## config.mk

```make
export PLATFORM = sky130hd
export DESIGN_NAME = rxdma_seq
export DESIGN_NICKNAME = d
export VERILOG_FILES = /design/src/rtl/rxdma_pkg.sv /design/src/rtl/rxdma_len_calc.sv /design/src/rtl/rxdma_pkt_track.sv /design/src/rtl/rxdma_seq.sv
export SDC_FILE = /design/constraint.sdc
export NUM_CORES = 1
export LEC_CHECK = 0
export BUFFER_PORTS_ARGS = -buffer_cell sky130_fd_sc_hd__buf_4
export CAP_MARGIN = 20
export CORE_MARGIN = 3
export CORE_UTILIZATION = 40
export CTS_BUF_LIST = sky130_fd_sc_hd__clkbuf_4 sky130_fd_sc_hd__clkbuf_8
export CTS_CLUSTER_SIZE = 25
export DETAILED_ROUTE_END_ITERATION = 10
export HOLD_SLACK_MARGIN = 0.1
export PLACE_DENSITY = 0.63
export SKIP_CTS_REPAIR_TIMING = 1
export SYNTH_ARGS = -nofsm -noshare
export SYNTH_HDL_FRONTEND = slang
export SYNTH_SLANG_ARGS = --single-unit
```

## constraint.sdc

```tcl
create_clock -name clk -period 5.5 [get_ports clk]
set_input_delay 1.375 -clock clk [delete_from_list [all_inputs] [get_ports clk]]
set_output_delay 1.375 -clock clk [all_outputs]
set_load 0.1 [all_outputs]
```

## src/rtl/rxdma_pkg.sv

```systemverilog
package rxdma_pkg;
  typedef enum logic [2:0] {
    S_IDLE  = 3'd0,
    S_FBLK  = 3'd1,
    S_BEGIN = 3'd2,
    S_COPY  = 3'd3,
    S_DONE  = 3'd4
  } rxdma_state_e;
endpackage

```

## src/rtl/rxdma_len_calc.sv

```systemverilog
module rxdma_len_calc #(
  parameter int LW       = 14,
  parameter int FLW      = 8,
  parameter int LOW_MARK = 4
) (
  input  logic [LW-1:0]  desc_len,
  input  logic [LW-1:0]  remaining,
  input  logic           short_en,
  input  logic           nodelay,
  input  logic [FLW-1:0] fifo_level,
  input  logic [LW-1:0]  short_size,
  input  logic [LW-1:0]  short_thresh,
  output logic [LW-1:0]  xfer_len,
  output logic           cfg_err
);
  localparam logic [FLW-1:0] LOW_LVL = FLW'(LOW_MARK);

  logic [LW-1:0] base_len;
  logic          short_ok;

  always_comb begin
    base_len = (desc_len < remaining) ? desc_len : remaining;
    short_ok = short_en && !nodelay && (fifo_level < LOW_LVL);
    xfer_len = (short_ok && (base_len > short_thresh)) ? short_size : base_len;
    cfg_err  = (short_size >= short_thresh);
  end
endmodule

```

## src/rtl/rxdma_pkt_track.sv

```systemverilog
module rxdma_pkt_track #(
  parameter int LW = 14,
  parameter int CW = 6
) (
  input  logic          clk,
  input  logic          rst_n,
  input  logic          load_fresh,
  input  logic [LW-1:0] fresh_len,
  input  logic [CW-1:0] fresh_class,
  input  logic          commit,
  input  logic [LW-1:0] xfer_len,
  output logic [LW-1:0] remaining,
  output logic [LW-1:0] offset,
  output logic [CW-1:0] cls,
  output logic          cont_active,
  output logic          last
);
  assign last = (xfer_len == remaining);

  always_ff @(posedge clk or negedge rst_n) begin
    if (!rst_n) begin
      remaining   <= '0;
      offset      <= '0;
      cls         <= '0;
      cont_active <= 1'b0;
    end else if (load_fresh) begin
      remaining   <= fresh_len;
      offset      <= '0;
      cls         <= fresh_class;
      cont_active <= 1'b0;
    end else if (commit) begin
      if (last) begin
        cont_active <= 1'b0;
      end else begin
        remaining   <= remaining - xfer_len;
        offset      <= offset + xfer_len;
        cont_active <= 1'b1;
      end
    end
  end


  copy_in_bounds_chk: assert property (@(posedge clk) disable iff (!rst_n)
    commit |-> (xfer_len <= remaining));


  offset_advance_chk: assert property (@(posedge clk) disable iff (!rst_n)
    (commit && !last && !load_fresh) |=> (offset == $past(offset) + $past(xfer_len)));
endmodule

```

## src/rtl/rxdma_seq.sv

```systemverilog
module rxdma_seq #(
  parameter int AW       = 32,
  parameter int LW       = 14,
  parameter int CW       = 6,
  parameter int FLW      = 8,
  parameter int LOW_MARK = 4
) (
  input  logic           clk,
  input  logic           rst_n,
  input  logic           desc_valid,
  output logic           desc_ready,
  input  logic [AW-1:0]  desc_addr,
  input  logic [LW-1:0]  desc_len,
  input  logic           desc_nodelay,
  input  logic           pkt_valid,
  input  logic [LW-1:0]  pkt_len,
  input  logic [CW-1:0]  pkt_class,
  input  logic [FLW-1:0] fifo_level,
  output logic           pkt_pop,
  input  logic           short_en,
  input  logic [LW-1:0]  short_size,
  input  logic [LW-1:0]  short_thresh,
  output logic           cfg_err,
  input  logic           ext_dma_busy,
  input  logic           tx_wait,
  output logic           dma_req_valid,
  input  logic           dma_req_ready,
  output logic [AW-1:0]  dma_addr,
  output logic [LW-1:0]  dma_len,
  output logic [LW-1:0]  dma_pkt_off,
  input  logic           dma_ack,
  output logic           done_valid,
  output logic           done_complete,
  output logic           done_more,
  output logic [LW-1:0]  done_len,
  output logic [CW-1:0]  done_class,
  output logic           irq_dma,
  output logic           irq_empty
);
  import rxdma_pkg::*;

  localparam logic [AW-1:0]  SKIP_ADDR = AW'(1);
  localparam logic [FLW-1:0] ONE_LVL   = FLW'(1);

  rxdma_state_e state, state_nx;

  logic          nxt_full, nxt_nodelay;
  logic [AW-1:0] nxt_addr;
  logic [LW-1:0] nxt_len;
  logic          cur_nodelay;
  logic [AW-1:0] cur_addr;
  logic [LW-1:0] cur_len;
  logic [LW-1:0] xfer_q, calc_len;

  logic          accept, take, load_fresh, commit, skip_dma;
  logic [LW-1:0] remaining, offset;
  logic [CW-1:0] cls;
  logic          cont_active, last;

  assign desc_ready = !nxt_full;
  assign accept     = desc_valid && desc_ready;
  assign take       = (state == S_FBLK) && nxt_full && (cont_active || pkt_valid);
  assign load_fresh = take && !cont_active;
  assign commit     = (state == S_DONE);
  assign skip_dma   = (cur_addr == SKIP_ADDR);
  assign pkt_pop    = commit && last;

  rxdma_len_calc #(.LW(LW), .FLW(FLW), .LOW_MARK(LOW_MARK)) u_len (
    .desc_len     (cur_len),
    .remaining    (remaining),
    .short_en     (short_en),
    .nodelay      (cur_nodelay),
    .fifo_level   (fifo_level),
    .short_size   (short_size),
    .short_thresh (short_thresh),
    .xfer_len     (calc_len),
    .cfg_err      (cfg_err)
  );

  rxdma_pkt_track #(.LW(LW), .CW(CW)) u_trk (
    .clk         (clk),
    .rst_n       (rst_n),
    .load_fresh  (load_fresh),
    .fresh_len   (pkt_len),
    .fresh_class (pkt_class),
    .commit      (commit),
    .xfer_len    (xfer_q),
    .remaining   (remaining),
    .offset      (offset),
    .cls         (cls),
    .cont_active (cont_active),
    .last        (last)
  );

  assign dma_req_valid = (state == S_BEGIN) && !skip_dma && !ext_dma_busy && !tx_wait;
  assign dma_addr      = cur_addr;
  assign dma_len       = calc_len;
  assign dma_pkt_off   = offset;

  always_comb begin
    state_nx = state;
    case (state)
      S_IDLE:  if (nxt_full) state_nx = S_FBLK;
      S_FBLK:  if (take) state_nx = S_BEGIN;
      S_BEGIN: begin
        if (skip_dma) state_nx = S_DONE;
        else if (dma_req_valid && dma_req_ready) state_nx = S_COPY;
      end
      S_COPY:  if (dma_ack) state_nx = S_DONE;
      S_DONE:  state_nx = (nxt_full || accept) ? S_FBLK : S_IDLE;
      default: state_nx = S_IDLE;
    endcase
  end

  always_ff @(posedge clk or negedge rst_n) begin
    if (!rst_n) begin
      state       <= S_IDLE;
      nxt_full    <= 1'b0;
      nxt_addr    <= '0;
      nxt_len     <= '0;
      nxt_nodelay <= 1'b0;
      cur_addr    <= '0;
      cur_len     <= '0;
      cur_nodelay <= 1'b0;
      xfer_q      <= '0;
    end else begin
      state <= state_nx;
      if (accept) begin
        nxt_full    <= 1'b1;
        nxt_addr    <= desc_addr;
        nxt_len     <= desc_len;
        nxt_nodelay <= desc_nodelay;
      end else if (take) begin
        nxt_full <= 1'b0;
      end
      if (take) begin
        cur_addr    <= nxt_addr;
        cur_len     <= nxt_len;
        cur_nodelay <= nxt_nodelay;
      end
      if (state == S_BEGIN) xfer_q <= calc_len;
    end
  end

  always_ff @(posedge clk or negedge rst_n) begin
    if (!rst_n) begin
      done_valid    <= 1'b0;
      done_complete <= 1'b0;
      done_more     <= 1'b0;
      done_len      <= '0;
      done_class    <= '0;
      irq_dma       <= 1'b0;
      irq_empty     <= 1'b0;
    end else begin
      done_valid <= commit;
      irq_dma    <= commit;
      irq_empty  <= pkt_pop && (fifo_level == ONE_LVL);
      if (commit) begin
        done_complete <= 1'b1;
        done_more     <= !last;
        done_len      <= last ? xfer_q : (remaining - xfer_q);
        done_class    <= cls;
      end
    end
  end


  req_yield_chk: assert property (@(posedge clk) disable iff (!rst_n)
    (ext_dma_busy || tx_wait) |-> !dma_req_valid);


  done_flags_chk: assert property (@(posedge clk) disable iff (!rst_n)
    done_valid |-> (done_complete && irq_dma));


  more_keeps_pkt_chk: assert property (@(posedge clk) disable iff (!rst_n)
    (done_valid && done_more) |-> cont_active);


  skip_no_req_chk: assert property (@(posedge clk) disable iff (!rst_n)
    (state == S_BEGIN && skip_dma) |-> !dma_req_valid);


  slot_hold_chk: assert property (@(posedge clk) disable iff (!rst_n)
    (nxt_full && !take) |=> !desc_ready);


  empty_with_dma_chk: assert property (@(posedge clk) disable iff (!rst_n)
    irq_empty |-> irq_dma);
endmodule

```

# Word level (Yosys, flattened, before mapping)
# Index checks and enable logic that the tools add are counted.
# op_classes
n_eq_ne	12
magnitude_cmp	4
n_mux	21
reduce_logical	27
n_addsub	2
# op_table
operator	count
$mux W14	9
$eq A32 B1 Y1 const B	1
$mux W3	5
$pmux W3 S5	1
$add A14 B14 Y14	1
$eq A14 B14 Y1	1
$ge A14 B14 Y1	1
$gt A14 B14 Y1	1
$lt A14 B14 Y1	1
$sub A14 B14 Y14	1
$logic_and A1 B1 Y1	13
$eq A8 B1 Y1 const B	1
$lt A8 B3 Y1 const B	1
$ne A2 B2 Y1 const B	4
$logic_not A1 Y1	7
$eq A3 B2 Y1 const B	2
$mux W1	6
$reduce_and A4 Y1	1
$reduce_bool A2 Y1	2
$eq A3 B1 Y1 const B	1
$eq A3 B3 Y1 const B	1
$logic_not A3 Y1	1
$ne A3 B2 Y1 const B	1
$logic_or A1 B1 Y1	2
$reduce_and A2 Y1	1
# word_totals
wordCells	85
regBits	171
in_bits	112

# Depth between registers and ports, before layout
# Gate-level depths: netlist (run 1).
# logic_depth
ltp_word	9
ltp_mapped	17
depth_no_buf	15

# Modules after synthesis
# A second synthesis (run 1) with hierarchy kept.
# unflattened
cells_unflattened	944
hier_area_um2	10008.3
# modules_own_cells
module	area_each_um2	n_inst	cells_each	seq_area_each_um2
rxdma_seq	5906.9	1	477	3403.3
rxdma_pkt_track	2712.6	1	311	875.8
rxdma_len_calc	1388.8	1	156	0.0

# Least setup slack after synthesis (run 1)
# No wires, ideal clock.
# synth_path
path_type	input to output
start	input tx_wait
end	output dma_req_valid
cell_stages	1
t_arrival_ns	4.404
path_slack_ns	-0.279
cell_sequence	nor4_1
# synth_between
elab_chain_cells	2
# synth_lines
element	line	source
start: declaration	rxdma_seq.sv:25	input logic tx_wait,
$logic_not A1 Y1	rxdma_seq.sv:95	assign dma_req_valid = (state == S_BEGIN) && !skip_dma && !ext_dma_busy && !tx_wait;
$logic_and A1 B1 Y1	rxdma_seq.sv:95	
end: declaration	rxdma_seq.sv:26	output logic dma_req_valid,
# Every way passes these cells.

# Worst setup path after layout (run 1)
# layout_path
start	register cur_len[13]
end	output dma_len[8]
# layout_between
elab_chain_cells	5
# layout_lines
element	line	source
start: declaration	rxdma_seq.sv:52	logic [LW-1:0] cur_len;
start signal: assignment	rxdma_seq.sv:138	cur_len <= nxt_len;
$lt A14 B14 Y1	rxdma_len_calc.sv:22	base_len = (desc_len < remaining) ? desc_len : remaining;
$mux W14 (*)	rxdma_len_calc.sv:22	
$gt A14 B14 Y1	rxdma_len_calc.sv:24	xfer_len = (short_ok && (base_len > short_thresh)) ? short_size : base_len;
$logic_and A1 B1 Y1	rxdma_len_calc.sv:24	
$mux W14 (*)	rxdma_len_calc.sv:24	
end: declaration	rxdma_seq.sv:29	output logic [LW-1:0] dma_len,
# Every way passes the cells marked *; elsewhere a longest branch is shown, timed or not.

==> metrics.txt, run 1 <==
PnR worst setup slack -172.0 ps; Worst setup EP type primary output; Slew Viols, Final 0; Initial Utilization 0.4146; FF-to-FF setup slack ~1400 ps; critical path peak fanout 6; Yosys cell types between 50 and 60; antenna violations before repair 0; router iterations before antenna repair 5; GPL Wtd Cong about 0.8; clock sinks 171; # diodes 0; TritonCTS Buffers 17; CTS max path bufs 2; largest net degree at the start of global routing 105; fin util 0.5389; Vias/cell 5.313; violated checks negative setup slack; Crit Path Category flip-flop to primary output; Post-DRT Antenna Nets 0; Worst Tran Pin Value 1008 ps; IO Pins 201; max-cap viol count 0; H-tree levels 4; area grow syn2layout 29.98%; top cells by area, synth dfrtp_1 46%, mux2_2 14%, ha_1 9.1%, mux2_4 3.2%, nand2_1 2.7%; TNS Setup -2070 ps; placed instance area 11140 um2; CTS Root Cell clkbuf_8; Period Utilization, post-route 1.031; Post-synth EDFFs 0; Worst slew margin 0.3282; final net count between 1000 and 1500; Period minus WS final between 5000 and 6000 ps; Setup-failing EPs final 14; Design Area, Final about 12000 um2; synth warn 0; Tot GR Track Use 0.1983; Hold Path Class flip-flop to flip-flop; area of the core 22300 um2; Async S/R FF share, synth 1.000; total gr overflow 0; via count 7162; final hold violations 0; status finished with violations; startpoint type of the worst setup path flip-flop; Yosys reg bits 171; Worst EP arrival 4300 ps; Post-Syn Nets 1012; Clk Latency, worst-skew pair 470 ps; sequential fraction of the synthesis area 0.4629; CTS tree done; share of layout cells above drive strength 1 0.4036; WL per Instance 18.54 um; CP required 4120 ps; RSZ-0062 raised after global routing yes; first-pass GRT wire length 38610 um; top_reg_cell synth dfrtp_1; drt drc 0; Die Y 158.0 um; Iteration-0 DRC Markers 267; vias in the first global route 7320; fmax 176.3 MHz; Worst-path clk slew 100 ps; Cell Area, Synth 9244 um2; top cell type's share of synthesized area 0.4629; Post-Route WL between 20000 and 25000 um; I/O Buffers 200; post-synthesis cell count 831; Yosys top cell by area dfrtp_1; Die Wd about 160 um; syn_area_per_cell 11.12 um2; clock skew 15.19 ps; num rows 54; dpl hpwl 18530 um; Die ar. 24970 um2
per-layer routing:
metal | wire, um | part of all wire | vias to the layer above | GRT usage
li1 | - | - | 3454 | -
met3 | 2084 | 0.083 | 21 | 0.06889
met1 | 10580 | 0.42 | 3472 | 0.2431
met4 | 374 | 0.015 | 0 | 0.05162
met2 | 11960 | 0.48 | 215 | 0.3354
met5 | 0 | 0 | - | 0
metrics by stage:
step / cells / setup slack (ps) / hold slack, ps
after floorplan: 831 / 229.3 / 438.6
after global placement: 1298 / 160.3 / 449.0
after detailed placement: 1298 / 118.9 / 456.5
after CTS: 1330 / -453.7 / 472.3
after global routing: 1348 / -356.2 / 509.4
final: 1348 / -172.0 / 471.7
final cells by class:
type	instances	area [um2]
flip-flops and latches	171	4279
multi-input cells	580	4818
repair buffers	236	1984
fillers	1988	10280
clock buffers	18	247.7
well taps	280	350.3
clock inverters	14	151.4
inverters	49	183.9
synthesized netlist by cell type, types with 6 or more instances:
master / count
nand4_1: 8
nor2_1: 33
nor2b_1: 8
nand2b_1: 6
a21o_1: 16
nand3_1: 25
dfrtp_1: 171
a221o_1: 10
ha_1: 67
mux2_4: 20
xor2_1: 11
and3_1: 6
nor3_1: 13
clkbuf_1: 19
buf_1: 6
nor4_1: 10
or3_1: 6
nand2_1: 66
inv_1: 48
a22oi_1: 8
o21ai_0: 45
a21oi_1: 39
mux2_2: 116
xnor2_1: 7
cells by family (layout without fill, tap and decap cells):
family / Yosys count / in the layout / synth area share
buf+inv: 80 / 317 / 0.03451
compound gates: 154 / 154 / 0.1075
simple gates: 201 / 201 / 0.1071
mux: 138 / 138 / 0.1760
xor+xnor: 18 / 18 / 0.01705
fa+ha+maj: 69 / 69 / 0.09502
flops: 171 / 171 / 0.4629
state kept, by name, summed over array words and instances, names as in the netlist, 3 cells and up:
signal           flops
done_len            14
nxt_addr            32
u_trk.offset        14
u_trk.cls            6
nxt_len             14
cur_len             14
done_class           6
u_trk.remaining     14
state                3
xfer_q              14
dma_addr            32
path summary, 6_finish.rpt:
kind / startpoint / to / cells past startpoint
max: cur_len[13] / dma_len[8] / 15
min: u_trk.cls[2] / done_class[2] / 2
max reg2reg: cur_len[13] / xfer_q[5] / 16
min reg2reg: u_trk.cls[2] / done_class[2] / 2
max in group asynchronous: rst_n / nxt_addr[14] / 2
min in group asynchronous: rst_n / u_trk.offset[1] / 1
worst max-delay path, cell delays in order, from the launching register on:
cell	delay, ps
dfrtp_1	410
ha_1	320
nand4_1	150
nor4_2	300
a211o_1	300
clkbuf_16	200
buf_4	110
mux2_2	340
ha_1	290
a21o_1	200
a21oi_2	130
a21oi_1	70
o211ai_1	240
buf_4	240
mux2_4	350
buf_12	170
layout by cell type (no fill, tap or decap), drive strengths merged, types with 3 or more instances in the layout:
cell type,synthesis,routed
buf,12,235
dfrtp,171,171
mux2,136,136
ha,67,67
nand2,66,66
inv,48,56
o21ai,46,46
a21oi,39,39
nor2,33,33
nand3,25,25
clkbuf,19,19
a21o,16,16
nor3,13,13
xor2,11,11
a221o,10,10
nor4,10,10
a22oi,8,8
nand4,8,8
nor2b,8,8
xnor2,7,7
or3,6,6
nand2b,6,6
and3,6,6
clkinv,1,6
o21a,5,5
nand3b,5,5
nor3b,4,4
o211ai,4,4
a211oi,4,4
o31ai,3,3
a31oi,3,3
a211o,3,3
nor4b,3,3
or2,3,3
Power of run 1 is not shown: default switching activity piles up to over one toggle a cycle in this logic, so the estimate is an artifact.
==> inputs of run 2 (changes only) <==
--- a/config.mk
+++ b/config.mk
@@ -15,6 +15,7 @@
 export HOLD_SLACK_MARGIN = 0.1
 export PLACE_DENSITY = 0.63
 export SKIP_CTS_REPAIR_TIMING = 1
+export SKIP_LAST_GASP = 1
 export SYNTH_ARGS = -nofsm -noshare
 export SYNTH_HDL_FRONTEND = slang
 export SYNTH_SLANG_ARGS = --single-unit
==> run 2 against run 1 <==
Effect of this change: utilization is essentially flat; sequential share of layout area is essentially flat; hold slack is the same; via count is the same; register-to-register slack is essentially flat; fmax is the same; setup slack is the same; final cell count is the same; highest routed layer unchanged; final area is essentially flat; the run still ends with negative setup slack left.
==> metrics.txt, run 2 (synthesis results as in run 1) <==
IO Pins 201 (unchanged); CP required 4120 ps (about the same); fmax 176.3 MHz (unchanged); CP cell instances ha_1 > nand4_1 > nor4_2 > a211o_1 > clkbuf_16 > buf_4 > mux2_2 > ha_1 > a21o_1 > a21oi_2 > a21oi_1 > o211ai_1 > buf_4 > mux2_4 > buf_12 (unchanged); CP top delay family compound AO/OA/AOI/OAI gates (unchanged); Period minus WS final 5672 ps (unchanged); CTS tree done (unchanged); vias in the first global route 7320 (unchanged); PnR worst setup slack -172.0 ps (unchanged); RSZ-0062 raised after global routing yes (unchanged); Setup-failing EPs final 14 (unchanged); CTS Root Cell clkbuf_8 (unchanged); WL per Instance 18.54 um (unchanged); fin util 0.5387 (was 0.5389); H-tree levels 4 (unchanged); Worst slew margin 0.3282 (unchanged); clock skew 15.19 ps (unchanged); router iterations before antenna repair 5 (unchanged); Worst setup EP type primary output (unchanged); Finished Layout Cells 1348 (unchanged); Worst EP arrival 4300 ps (about the same); Vias/cell 5.313 (unchanged); Worst-path clk slew 100 ps (about the same); post-place setup slack 118.9 ps (unchanged); Initial Utilization 0.4146 (unchanged); area grow syn2layout 29.93% (was 29.98%); status finished with violations (unchanged); CTS max path bufs 2 (unchanged); Hold Path Class flip-flop to flip-flop (unchanged); I/O Buffers 200 (unchanged); commonest non-fill, non-tap cell in the layout buf_4 (unchanged); startpoint type of the worst setup path flip-flop (unchanged); max-cap viol count 0 (unchanged); Post-Route WL 24990 um (unchanged); first-pass GRT wire length 38610 um (unchanged); dpl hpwl 18530 um (unchanged); violated checks negative setup slack (unchanged); Crit Path Category flip-flop to primary output (unchanged); critical path peak fanout 6 (unchanged); num rows 54 (unchanged); clock sinks 171 (unchanged); Clk Latency, worst-skew pair 470 ps (about the same); final net count 1236 (unchanged); Buf/Inv on CP 4 (unchanged); total gr overflow 0 (unchanged); Sequential cell area 4279 um2 (unchanged); Iteration-0 DRC Markers 267 (unchanged); via count 7162 (unchanged); Period Utilization, post-route 1.031 (unchanged); Placed Cells 1298 (unchanged); WHS 471.7 ps (unchanged); Slew Viols, Final 0 (unchanged); antenna violations before repair 0 (unchanged); final hold violations 0 (unchanged); Die Y 158.0 um (unchanged); worst stage delay on the critical path 410 ps (about the same); Post-DRT Antenna Nets 0 (unchanged); slowest CP cell dfrtp_1 (unchanged); fillers 1988 (unchanged); Tot GR Track Use 0.1983 (unchanged); Die ar. 24970 um2 (unchanged); Worst Tran Pin Value 1008 ps (unchanged); # diodes 0 (unchanged); multi-input logic area 4818 um2 (unchanged); Die Wd 158.0 um (unchanged); TritonCTS Buffers 17 (unchanged); largest net degree at the start of global routing 105 (unchanged); area of the core 22300 um2 (unchanged); GPL Wtd Cong 0.8141 (unchanged); share of layout cells above drive strength 1 0.4036 (unchanged); commonest cells after routing, fill and taps aside 218 x buf_4, 171 x dfrtp_1, 112 x mux2_2 (unchanged); drt drc 0 (unchanged)
-- run 2: final timing paths --
path,slack (ps),depth (start not counted),from,to
max,-170,15,cur_len[13],dma_len[8]
min in group asynchronous,970,1,rst_n,u_trk.offset[1]
min,470,2,u_trk.cls[2],done_class[2]
max in group asynchronous,3400,2,rst_n,nxt_addr[14]
min reg2reg,470,2,u_trk.cls[2],done_class[2]
max reg2reg,1390,16,cur_len[13],xfer_q[5]
-- run 2: through the flow --
stage / setup TNS (ps) / area, um2
floorplan: 0 / 9250
global placement: 0 / 11140
detailed placement: 0 / 11140
CTS: -5693 / 11530
global route: -4653 / 12010
finish: -2071 / 12010
-- run 2: layout make-up --
type / count / share of cell area
inverters: 49 / 0.01531
clock inverters: 14 / 0.01261
well taps: 280 / 0.02917
flip-flops and latches: 171 / 0.3563
clock buffers: 18 / 0.02063
repair buffers: 236 / 0.1648
multi-input cells: 580 / 0.4012
-- run 2: worst min-delay path, delay by kind of cell, from the launching register on --
kind	cells	cell delay, ps
DFF	1	350
and+or+nand+nor	2	100
-- run 2: per-layer routing --
| metal | GRT usage | vias up | share of wire |
|---|---|---|---|
| li1 | - | 3454 | - |
| met1 | 0.2431 | 3472 | 0.42 |
| met2 | 0.3354 | 215 | 0.48 |
| met3 | 0.06889 | 21 | 0.083 |
| met4 | 0.05162 | 0 | 0.015 |
| met5 | 0 | - | 0 |
Power of run 2 is left out for the same reason.
==> inputs of run 3 (changes only) <==
--- a/config.mk
+++ b/config.mk
@@ -14,7 +14,6 @@
 export DETAILED_ROUTE_END_ITERATION = 10
 export HOLD_SLACK_MARGIN = 0.1
 export PLACE_DENSITY = 0.63
-export SKIP_CTS_REPAIR_TIMING = 1
 export SKIP_LAST_GASP = 1
 export SYNTH_ARGS = -nofsm -noshare
 export SYNTH_HDL_FRONTEND = slang
==> constraint.sdc (replaced) <==
create_clock -name clk -period 6.5 [get_ports clk]
set_input_delay 1.625 -clock clk [delete_from_list [all_inputs] [get_ports clk]]
set_output_delay 1.625 -clock clk [all_outputs]
set_load 0.1 [all_outputs]
==> run 3 against run 2 <==
Effect of this change: the run now ends clean; critical endpoint is now dma_len[2]; clock skew rose by 2.1 ps; setup slack better by 550 ps; final cell count decreased by 1.6%; critical path depth unchanged; sequential cell count stayed put; count of clock-buffer cells in the layout shrank 1; sequential share of layout area rose by 1.6 points; non-clock buffer count decreased by 22; hold slack worse by 3.8 ps; via count is 1.2% lower.
==> metrics.txt, run 3 (synthesis results as in run 1) <==
met2 GRT Util 0.3346 (was 0.3354); Worst EP arrival 4490 ps (was 4300 ps); Iteration-0 DRC Markers 327 (was 267); FF-to-FF setup slack 2330 ps (was 1390 ps); commonest cells after routing, fill and taps aside 213 x buf_4, 171 x dfrtp_1, 116 x mux2_2 (was 218 x buf_4, 171 x dfrtp_1, 112 x mux2_2); critical path peak fanout 7 (was 6); largest net degree at the start of global routing 97 (was 105); clock sinks 171 (unchanged); Die Y 158.0 um (unchanged); M3 GR Usage 0.06698 (was 0.06889); Period Utilization, post-route 0.9413; Placed Cells 1294 (was 1298); router iterations before antenna repair 4 (was 5); Initial Utilization 0.4146 (unchanged); CTS Root Cell clkbuf_8 (unchanged); final net count 1214 (was 1236); WL per Instance 18.69 um (was 18.54 um); GPL Wtd Cong 0.8776 (was 0.8141); via count 7073 (was 7162); clock skew 17.28 ps (was 15.19 ps); TNS Setup 0 ps (was -2071 ps); Period minus WS final approximately 6100 ps; area grow syn2layout 24.27% (was 29.93%); Hold Path Class flip-flop to flip-flop (unchanged); CP required 4880 ps (was 4120 ps); CTS tree done (unchanged); max-cap viol count 0 (unchanged); share of layout cells above drive strength 1 0.3748 (was 0.4036); status finished clean (was finished with violations); Clk Latency, worst-skew pair 470 ps (about the same); CTS resizes 0; CTS max path bufs 2 (unchanged); Post-CTS Setup Bufs 0; num rows 54 (unchanged); GR Util met1 0.2584 (was 0.2431); Worst Tran Pin Value 900.7 ps (was 1008 ps); Crit Path Category flip-flop to primary output (unchanged); Die Wd 158.0 um (unchanged); gr busiest metal met2 (unchanged); Die ar. 24970 um2 (unchanged); Design Area, Final 11490 um2 (was 12010 um2); Vias/cell 5.334 (was 5.313); fmax 163.4 MHz; placed instance area 11090 um2 (was 11140 um2); dpl hpwl 19140 um (was 18530 um); H-tree levels 4 (unchanged); Slew Viols, Final 0 (unchanged); Worst slew margin 0.3996 (was 0.3282); Tot GR Track Use 0.2040 (was 0.1983); Setup-failing EPs final 0 (was 14); vias in the first global route 7357 (was 7320); total gr overflow 0 (unchanged); first-pass GRT wire length 39470 um (was 38610 um); Post-Route WL 24780 um (was 24990 um); startpoint type of the worst setup path flip-flop (unchanged); Worst setup EP type primary output (unchanged); I/O Buffers 200 (unchanged); # diodes 0 (unchanged); hold buffers post-CTS 0; Finished Layout Cells 1326 (was 1348); antenna violations before repair 0 (unchanged); commonest non-fill, non-tap cell in the layout buf_4 (unchanged); Worst-path clk slew 110 ps (was 100 ps); drt drc 0 (unchanged); Post-DRT Antenna Nets 0 (unchanged); IO Pins 201 (unchanged); final hold violations 0 (unchanged); TritonCTS Buffers 17 (unchanged); area of the core 22300 um2 (unchanged); RSZ-0062 raised after global routing no (was yes)
run 3: area by class of cell:
cell class | instances | area (um2)
timing repair buffer | 214 | 1610
clock inverter | 15 | 166.4
multi-input combinational | 580 | 4663
fill | 2100 | 10810
sequential | 171 | 4279
inverter | 49 | 183.9
clock buffer | 17 | 234.0
tap | 280 | 350.3
run 3: path summary, 6_finish.rpt:
check | startpoint | cells after the start | endpoint
worst max-delay path | u_trk.remaining[13] | 15 | dma_len[2]
worst min-delay path | u_trk.cls[0] | 2 | done_class[0]
worst max register to register | u_trk.remaining[13] | 15 | xfer_q[2]
worst min register to register | u_trk.cls[0] | 2 | done_class[0]
max in group asynchronous | rst_n | 2 | u_trk.remaining[10]
min in group asynchronous | rst_n | 1 | done_complete
run 3: worst max-delay path, cell delays in order (launching register included):
cell	delay, ps
dfrtp_1	450
inv_1	90
ha_1	320
nand4_1	150
nor4_1	310
a211o_1	190
buf_4	200
mux2_4	330
ha_1	290
and3_1	170
nand4_1	160
or3_1	420
o211ai_1	130
buf_4	230
mux2_2	370
buf_4	240
run 3: through the flow:
step | util | setup WS (ps) | hold slack [ps]
2_1_floorplan | - | 221.0 | 438.6
3_3_place_gp | 0.4973 | 1044 | 447.6
3_5_place_dp | 0.4973 | 876.9 | 450.1
4_1_cts | 0.5152 | 339.8 | 473.7
5_1_grt | 0.5152 | 15.60 | 494.6
6_report | 0.5152 | 381.5 | 467.9
run 3: per-layer routing:
layer / share of wire / up-vias
met3: 0.077 / 29
met5: 0 / -
met4: 0.021 / 0
met1: 0.43 / 3434
li1: - / 3407
met2: 0.47 / 203
Power of run 3 is left out for the same reason.
